### config.mk
export PLATFORM = sky130hd
export DESIGN_NAME = rx_frame_aligner
export DESIGN_NICKNAME = d
export VERILOG_FILES = /design/src/rtl/rx_frame_aligner.sv
export SDC_FILE = /design/constraint.sdc
export NUM_CORES = 1
export LEC_CHECK = 0
export ABC_AREA = 1
export ABC_CLOCK_PERIOD_IN_PS = 3400
export CELL_PAD_IN_SITES_DETAIL_PLACEMENT = 0
export CELL_PAD_IN_SITES_GLOBAL_PLACEMENT = 2
export CORE_MARGIN = 4
export CORE_UTILIZATION = 34
export CTS_CLUSTER_DIAMETER = 40
export DETAILED_ROUTE_END_ITERATION = 6
export GPL_ROUTABILITY_DRIVEN = 0
export GPL_TIMING_DRIVEN = 0
export PLACE_DENSITY = 0.91
export SYNTH_ARGS = -nofsm -noshare
export SYNTH_HDL_FRONTEND = slang
export SYNTH_SLANG_ARGS = --single-unit
export TNS_END_PERCENT = 100
### constraint.sdc
create_clock -name clk -period 3.4 [get_ports clk]
set_input_delay 0.68 -clock clk [delete_from_list [all_inputs] [get_ports clk]]
set_output_delay 0.68 -clock clk [all_outputs]
set_load 0.1 [all_outputs]
### src/rtl/rx_frame_aligner.sv
`timescale 1ns/1ps
module rx_frame_aligner #(
  parameter int LINES = 4,
  parameter int FRAME_BITS = 256,
  parameter int BW = 8,
  localparam int CW = $clog2(FRAME_BITS),
  localparam int BL = $clog2(BW),
  localparam int SW = CW - BL
) (
  input  logic              clk,
  input  logic              rst_n,
  input  logic              bclk,
  input  logic              fsync,
  input  logic [LINES-1:0]  rx_odd,
  input  logic              cfg_we,
  input  logic [7:0]        cfg_wdata,
  output logic              bit_vld,
  output logic [CW-1:0]     bit_idx,
  output logic [SW-1:0]     slot_idx,
  output logic [LINES-1:0]  bit_data,
  output logic              byte_vld,
  output logic [SW-1:0]     byte_slot,
  output logic [LINES*BW-1:0] byte_data
);
  logic bclk_q, sp_last, half_act, half_pend;
  logic [2:0] adv_act, adv_pend;
  logic [CW-1:0] ref_cnt;
  logic [LINES*BW-1:0] sr;
  logic unused_low;

  wire rise     = bclk & ~bclk_q;
  wire fall     = ~bclk & bclk_q;
  wire sync_hit = rise & fsync & ~sp_last;
  wire smp      = half_act ? rise : fall;
  wire [CW-1:0] idx = ref_cnt + CW'(adv_act);
  wire last     = (idx == CW'(FRAME_BITS - 1));
  wire byte_end = &idx[BL-1:0];

  assign slot_idx   = bit_idx[CW-1:BL];
  assign unused_low = ^cfg_wdata[3:0];

  always_ff @(posedge clk or negedge rst_n) begin
    if (!rst_n) begin
      bclk_q    <= 1'b0;
      sp_last   <= 1'b0;
      ref_cnt   <= '0;
      adv_act   <= '0;
      half_act  <= 1'b0;
      adv_pend  <= '0;
      half_pend <= 1'b0;
      sr        <= '0;
      bit_vld   <= 1'b0;
      bit_idx   <= '0;
      bit_data  <= '0;
      byte_vld  <= 1'b0;
      byte_slot <= '0;
      byte_data <= '0;
    end else begin
      bclk_q   <= bclk;
      bit_vld  <= smp;
      byte_vld <= smp & byte_end;
      if (rise) begin
        sp_last <= fsync;
        ref_cnt <= sync_hit ? '0 : ref_cnt + CW'(1);
      end
      if (smp) begin
        bit_idx  <= idx;
        bit_data <= rx_odd;
        for (int l = 0; l < LINES; l++)
          sr[l*BW +: BW] <= {sr[l*BW +: BW-1], rx_odd[l]};
        if (byte_end) begin
          byte_slot <= idx[CW-1:BL];
          for (int l = 0; l < LINES; l++)
            byte_data[l*BW +: BW] <= {sr[l*BW +: BW-1], rx_odd[l]};
        end
        if (last) begin
          adv_act  <= adv_pend;
          half_act <= half_pend;
        end
      end
      if (cfg_we) begin
        adv_pend  <= cfg_wdata[7:5];
        half_pend <= cfg_wdata[4];
      end
    end
  end
endmodule


## Word-level counts from Yosys, hierarchy flattened

Cells that the tools add are included.

| word-level totals | value |
|---|---|
| flip-flop bits (word level) | 100 |
| output and inout bits | 56 |
| word-level logic and storage cells | 30 |

| cells by class | value |
|---|---|
| $add $sub $neg | 2 |
| equal/unequal tests | 1 |
| multiplexer cells | 2 |
| bitwise gates (word level) | 8 |
| reductions and logical operators | 3 |

Operators by type and width:

| operator | number |
|---|---|
| 8-bit by 1-bit adder with 8-bit output (second input constant) | 1 |
| 8-bit by 3-bit adder with 8-bit output | 1 |
| 8-bit == test (second input constant) | 1 |
| 8-bit two-way mux | 1 |
| 1-bit AND | 5 |
| 4-bit AND reduction | 1 |
| 1-bit NOT | 3 |
| 3-bit AND reduction | 1 |
| 2-bit AND reduction | 1 |
| 1-bit two-way mux | 1 |

## Depth between registers and ports, before layout

Gate-level depths: netlist of the first run.

| logic depth | value |
|---|---|
| depth after elaboration | 5 |
| mapped depth | 12 |
| gate-level depth less buffers | 12 |

## Least setup slack after synthesis of the first run

No wires, ideal clock.

| timing path | value |
|---|---|
| kind | reg2out |
| start point | register bit_idx[4] |
| end point | output port slot_idx[1] |
| arrival | 1340 ps |
| required time | 2720 ps |
| slack | 1380 ps |
| stages on the path, launching flop included | 2 |
| cell sequence | dfrtp_1 -> buf_4 |

RTL lines:

| item | line | text |
|---|---|---|
| from (decl) | 18 | `output logic [CW-1:0] bit_idx,` |
| from (signal assigned) | 67 | `bit_idx <= idx;` |
| to (decl) | 19 | `output logic [SW-1:0] slot_idx,` |

No word-level cell between the ends.

## Final worst setup path of the first run

| timing path | value |
|---|---|
| start point | register bit_idx[3] |
| end point | output port slot_idx[0] |

No word-level cell between the ends.

==> metrics.txt, run 1 <==
Initial Util=a little over a third; final hold violation count=0; Die Wd=between 100 and 150 um; EDFF count, synth=0; complex-gate fraction of the synthesized area=a little over a tenth; minimum clock period=roughly 2.7 ns; most common cell after layout, fill and taps aside=nand2_1; Post-Synth Simple-Gate Area=about 16%; Fmax=approximately 0.37 GHz; die area=13000 um^2; CP Class=flop to output port; fillcell total=about 1100; most frequent cells in the layout=nand2_1, dfrtp_1, clkdlybuf4s50_1; maxcap violations=0; antenna-violating nets left=0; Tot GR Track Use=between 10% and 20%; post-CTS setup buffers=0; final non-filler cell total=a little over 600; largest family of logic cells by synthesized area=simple AND/OR/NAND/NOR gates; Detailed Place HPWL=roughly 6000 um; number of global-route vias before repair=2872; CTS tree=yes; status=complete, no violations; first-pass GRT wire length=between 10000 and 15000 um; CP required=approximately 2.7 ns; cell area after synthesis=roughly 3800 um^2; Adder-Cell Fraction of Synth Area=1.84%; FF-to-FF path depth=9; syn_nets=419; xor/xnor share of the synthesized area=0.230%; PnR worst setup slack=about 0.73 ns; Static Leak=around 2.3 nW; Die Y=between 100 and 150 um; critical path arrival=1.99 ns; syn_area_per_cell=around 9.6 um^2; crit-path max FO=3; routed vias/inst=around 4.6; hold_buf cts=0; max_slew headroom=approximately 33%; clock buffer depth=2; Reg area=2330 um^2; Inserted Diodes=0; WL final=between 8000 and 9000 um; Clock Latency Late Sink=roughly 0.36 ns; clock edge transition at the registers on the reported setup and hold paths=~0.090 ns; post-synth top area cell=dfrtp_1; Syn. warnings=0; sequential element share of the synthesized area=about three fifths; Pwr Total=between 4 and 5 mW; first-pass detailed-route iteration total=5; nature of the critical path startpoint=flop; Synth area leaders=dfrtp_1, nand2_1, o21ai_0; HP Class=input port to asynchronous set/reset pin; Pins Over Slew Limit=0; Synth Register Bits=93; synth unique cells=27; PostCTS Resize Cnt=0; DR vias=between 2000 and 3000; unrepaired setup endpoints after global routing=false; ys async rst share=100%; Worst R2R Setup Slack=~1.2 ns; Clock Sinks=between 90 and 100; Yosys top cell area share=approximately three fifths; std cell rows=38; cts bufs inserted=9; VDD IR max=approximately 0.5 mV; worst-margin pin slew=~1.0 ns; Worst setup startpoint=bit_idx[3]; DRC=0; ys flop type=dfrtp_1; fin nets=about 500; Core Footprint=between 10000 and 15000 um^2; I/O pin count=73; H-Tree Level Count=3; GRT overflow=0; Pwr Density=895 nW/um^2; CP Capture Type=output port; WL/cell=roughly 13 um; share of layout cells above drive strength 1=between 10% and 20%; hold_ws=approximately 0.25 ns; port bufs=between 60 and 70; Inst Count DP=about 610; Crit Reg-Reg Endpoint=half_act; DP Worst Slack=0.822 ns; initial antenna violation count=0; Clk Tree Root Cell=clkbuf_8; post-synthesis mux area share=~2.4%; Final Cycle Share=78.6%; area of the multi-input gates=around 1200 um^2; largest net degree at the start of global routing=62; Clock Skew=0.0105 ns; drt initial violations=139; synthesis-to-finish area growth=29.0%; Mapped Cells=~400; final setup fails=0; reg2reg start=ref_cnt[0]
==> cell families after synthesis <==
family / after synthesis
buffers and inverters: 66
AOI/OAI and AO/OA: 76
xor gates and xnor gates: 1
muxes: 8
DFF: 93
adders and majority gates: 5
and+or+nand+nor: 148
==> where the power goes <==
part	internal (mW)	switching (mW)	total (mW)	leakage (nW)
Clock	0.422	0.396	0.818	0.111
Combinational	0.462	1.60	2.07	0.974
Sequential	1.35	0.165	1.51	1.20
Total	2.23	2.16	4.40	2.29
==> worst max-delay path by stage <==
stage / slack (ns) / to / cells after the start
CTS: 0.69 / slot_idx[4] / 2
global route: 0.64 / slot_idx[0] / 2
detailed placement: 0.82 / byte_data[0] / 10
global placement: -1.83 / byte_slot[4] / 1
finish: 0.73 / slot_idx[0] / 2
floorplan: 1.38 / slot_idx[1] / 1
==> Yosys cell counts (3+ instances only) <==
library cell / n
buf_2: 3
clkbuf_1: 9
nor2_1: 11
a21oi_1: 11
buf_4: 10
mux2_2: 8
ha_1: 4
inv_1: 40
o21ai_2: 4
nand3_1: 12
o21ai_0: 59
inv_2: 3
dfrtp_1: 93
nand2_1: 113
==> stage by stage <==
step | setup TNS (ns) | cell area, um^2 | utilization [%]
final | 0 | 4910 | 45.1
after CTS | 0 | 4910 | 45.1
after global placement | -169.43 | 4670 | 42.9
after floorplan | 0 | 3810 | -
after detailed placement | 0 | 4690 | 43.1
after global routing | 0 | 4910 | 45.1
==> critical path, cell delays in order (launching register included) <==
cell	delay, ns
dfrtp_1	0.40
buf_4	0.12
clkdlybuf4s50_1	1.12
==> layer usage <==
metal,track usage [%],part of all wire (%)
met1,17.3,45
met2,22.4,48
met3,4.03,5.9
met4,4.20,1.4
met5,0,0
==> sequential cells by signal, summed over array words and instances, names as in the netlist, 3 cells and up <==
name,count
bit_idx,8
ref_cnt,8
bit_data,3
adv_pend,3
byte_slot,5
adv_act,3
sr,25
byte_data,32
==> layout make-up <==
| cell class | instances | share of cell area, % |
|---|---|---|
| multi-input cells | 238 | 24.1 |
| flip-flops and latches | 93 | 47.4 |
| clock buffers | 10 | 2.60 |
| clock inverters | 6 | 1.94 |
| inverters | 43 | 3.28 |
| well taps | 140 | 3.57 |
| plain buffers | 23 | 2.75 |
| repair buffers | 69 | 14.4 |
Power figures use the tool's default switching activity.
==> inputs of run 2 (changes only) <==
--- a/config.mk
+++ b/config.mk
@@ -6,16 +6,16 @@
 export NUM_CORES = 1
 export LEC_CHECK = 0
 export ABC_AREA = 1
-export ABC_CLOCK_PERIOD_IN_PS = 3400
+export ABC_CLOCK_PERIOD_IN_PS = 2470
 export CELL_PAD_IN_SITES_DETAIL_PLACEMENT = 0
 export CELL_PAD_IN_SITES_GLOBAL_PLACEMENT = 2
 export CORE_MARGIN = 4
-export CORE_UTILIZATION = 34
+export CORE_UTILIZATION = 32
 export CTS_CLUSTER_DIAMETER = 40
 export DETAILED_ROUTE_END_ITERATION = 6
 export GPL_ROUTABILITY_DRIVEN = 0
 export GPL_TIMING_DRIVEN = 0
-export PLACE_DENSITY = 0.91
+export PLACE_DENSITY = 0.87
 export SYNTH_ARGS = -nofsm -noshare
 export SYNTH_HDL_FRONTEND = slang
 export SYNTH_SLANG_ARGS = --single-unit
==> constraint.sdc (replaced) <==
create_clock -name clk -period 2.47 [get_ports clk]
set_input_delay 0.494 -clock clk [delete_from_list [all_inputs] [get_ports clk]]
set_output_delay 0.494 -clock clk [all_outputs]
set_load 0.1 [all_outputs]
==> run 2 against run 1 <==
Net effect:
- sequential power up 38%
- final cell count up 0.32%
- die area up 5.8%
- critical path depth down 1
- via count down 0.67%
- first-iteration DRC count up 8.6%
- flip-flop and latch count unchanged
- clock skew down 0.0025 ns
- critical endpoint is now bit_idx[4]
- largest power group unchanged
- highest routed layer unchanged
==> metrics.txt, run 2 (synthesis results as in run 1) <==
Tot GR Track Use=12.9% (was 13.6%); worst-margin pin slew=0.998 ns (was 1.00 ns); clock edge transition at the registers on the reported setup and hold paths=0.07 ns (was 0.09 ns); ordered list of cells on the worst path=clkdlybuf4s50_1 (was buf_4, clkdlybuf4s50_1); worst path buffer plus inverter count=1 (was 2); largest net degree at the start of global routing=50 (was 62); fillcell total=1132 (was 1084); Static Leak=2.42 nW (was 2.29 nW); antenna-violating nets left=0 (unchanged); synthesis-to-finish area growth=31.4% (was 29.0%); minimum clock period=around 2.4 ns; hold_ws=0.161 ns (was 0.250 ns); internal power=3.28 mW (was 2.23 mW); Initial Util=33.1% (was 35.0%); Pins Over Slew Limit=0 (unchanged); critical path arrival=1.90 ns (was 1.99 ns); final hold violation count=0 (unchanged); nature of the critical path startpoint=flop (unchanged); routed vias/inst=4.52 (was 4.57); number of global-route vias before repair=2825 (was 2872); Reg with most FFs=byte_data (unchanged); PnR worst setup slack=0.0762 ns (was 0.728 ns); std cell rows=39 (was 38); Inserted Diodes=0 (unchanged); largest registers=byte_data: 32 flops, sr: 25 flops (unchanged); met3 global-route usage=4.01% (was 4.03%); Seq pwr share=33.1% (was 34.4%); DRC=0 (unchanged); crit-path max FO=3 (unchanged); Fmax=0.418 GHz; max reg flops=32 (unchanged); hold_buf cts=0 (unchanged); Clock Latency Late Sink=0.33 ns (was 0.36 ns); max_slew headroom=33.3% (was 32.9%); GRT overflow=0 (unchanged); post-CTS setup buffers=0 (unchanged); Final Cycle Share=between 90% and 100%; share of layout cells above drive strength 1=11.0% (was 10.8%); cts bufs inserted=9 (unchanged); CP Capture Type=output port (unchanged); status=complete, no violations (unchanged); first-pass detailed-route iteration total=4 (was 5); Pwr Total=6.29 mW (was 4.40 mW); Detailed Place HPWL=6190 um (was 6020 um); Reg area=2330 um^2 (unchanged); Post-DP Area=4690 um^2 (about the same); H-Tree Level Count=3 (unchanged); area of the multi-input gates=1190 um^2 (unchanged); busiest grt layer=met2 (unchanged); switching fraction of total power=47.9% (was 49.2%); initial antenna violation count=0 (unchanged); Core Footprint=11500 um^2 (was 10900 um^2); WL/cell=13.3 um (was 13.2 um); Worst R2R Setup Slack=0.26 ns (was 1.23 ns); first-pass GRT wire length=13900 um (about the same); unrepaired setup endpoints after global routing=false (unchanged); drt initial violations=151 (was 139); final core occ=43.5% (was 45.1%); I/O pin count=73 (unchanged); most frequent cells in the layout=nand2_1, dfrtp_1, o21ai_0 (was nand2_1, dfrtp_1, clkdlybuf4s50_1); CP required=1.98 ns (was 2.72 ns); DP Worst Slack=0.0545 ns (was 0.822 ns); Crit path max-delay family=buffers and inverters (unchanged); fin nets=499 (unchanged); port bufs=68 (unchanged); Clock Skew=0.00802 ns (was 0.0105 ns); CP max stage delay=1.16 ns (was 1.12 ns); clock buffer depth=2 (unchanged); met1 Track Usage GR=16.9% (was 17.3%); CTS tree=yes (unchanged); Die Wd=117 um (was 114 um); most common cell after layout, fill and taps aside=nand2_1 (unchanged); Post-Layout Inst Area=5010 um^2 (was 4910 um^2); WL final=8290 um (was 8240 um); M2 GR Usage=21.3% (was 22.4%); NetSw=3.01 mW (was 2.16 mW); final setup fails=0 (unchanged); Pwr Density=1260 nW/um^2 (was 895 nW/um^2); Logic pwr share=45.2% (was 47.0%); CP Class=flop to output port (unchanged); Clk Tree Root Cell=clkbuf_16 (was clkbuf_8); VDD IR max=0.380 mV (was 0.498 mV); Clock Sinks=93 (unchanged); die area=13700 um^2 (was 13000 um^2); maxcap violations=0 (unchanged); Die Y=117 um (was 114 um); HP Class=input port to asynchronous set/reset pin (unchanged); Clk pwr share=21.8% (was 18.6%); DR vias=2822 (was 2841); CP max stage cell=clkdlybuf4s50_1 (unchanged)
## run 2: layout make-up
class                           instances  area share, %
Multi-Input combinational cell        238           23.7
Buffer                                 23           2.72
Clock inverter                          6           1.42
Timing Repair Buffer                   69           14.4
Clock buffer                            9           4.50
Inverter                               43           3.22
Sequential cell                        93           46.5
Tap cell                              143           3.57
## run 2: per-stage QoR
step / instances / setup TNS, ns
final: 624 / 0
after CTS: 624 / 0
after global placement: 608 / -232.30
after floorplan: 397 / 0
after global routing: 624 / 0
after detailed placement: 609 / 0
## run 2: worst paths after layout
| check | startpoint | endpoint | cells past startpoint |
|---|---|---|---|
| setup / recovery | bit_idx[4] | bit_idx[4] | 1 |
| hold / removal | rst_n | byte_data[21] | 1 |
| setup reg to reg | ref_cnt[0] | half_act | 9 |
| hold reg to reg | sp_last | sp_last | 2 |
| max in group asynchronous | rst_n | sr[2] | 2 |
| min in group clk | sp_last | sp_last | 2 |
## run 2: repair_timing
| action | in CTS | in global routing |
|---|---|---|
| gates resized for setup | 2 | 9 |
| setup endpoints to repair | 2 | 9 |
| pin swaps | 0 | 0 |
## run 2: power groups by stage
| stage | sequential [mW] | clock, mW | combinational, mW |
|---|---|---|---|
| after global placement | 2.10 | 0 | 2.85 |
| after detailed placement | 2.11 | 0 | 2.87 |
| after floorplan | 3.67 | 0 | 0.581 |
| after global routing | 2.13 | 1.48 | 2.97 |
| after CTS | 2.09 | 1.41 | 2.87 |
| final | 2.08 | 1.37 | 2.84 |
## run 2: metal layers
layer	wire, um	vias up	part of all wire, %
li1	-	1415	-
met1	3800	1341	46
met2	3960	57	48
met3	418	9	5.0
met4	111	0	1.3
met5	0	-	0
==> inputs of run 3 (changes only) <==
--- a/config.mk
+++ b/config.mk
@@ -12,6 +12,7 @@
 export CORE_MARGIN = 4
 export CORE_UTILIZATION = 32
 export CTS_CLUSTER_DIAMETER = 40
+export CTS_CLUSTER_SIZE = 40
 export DETAILED_ROUTE_END_ITERATION = 6
 export GPL_ROUTABILITY_DRIVEN = 0
 export GPL_TIMING_DRIVEN = 0
==> results of run 3 <==
The final DEF is identical to that of run 2; final timing and power are the same.
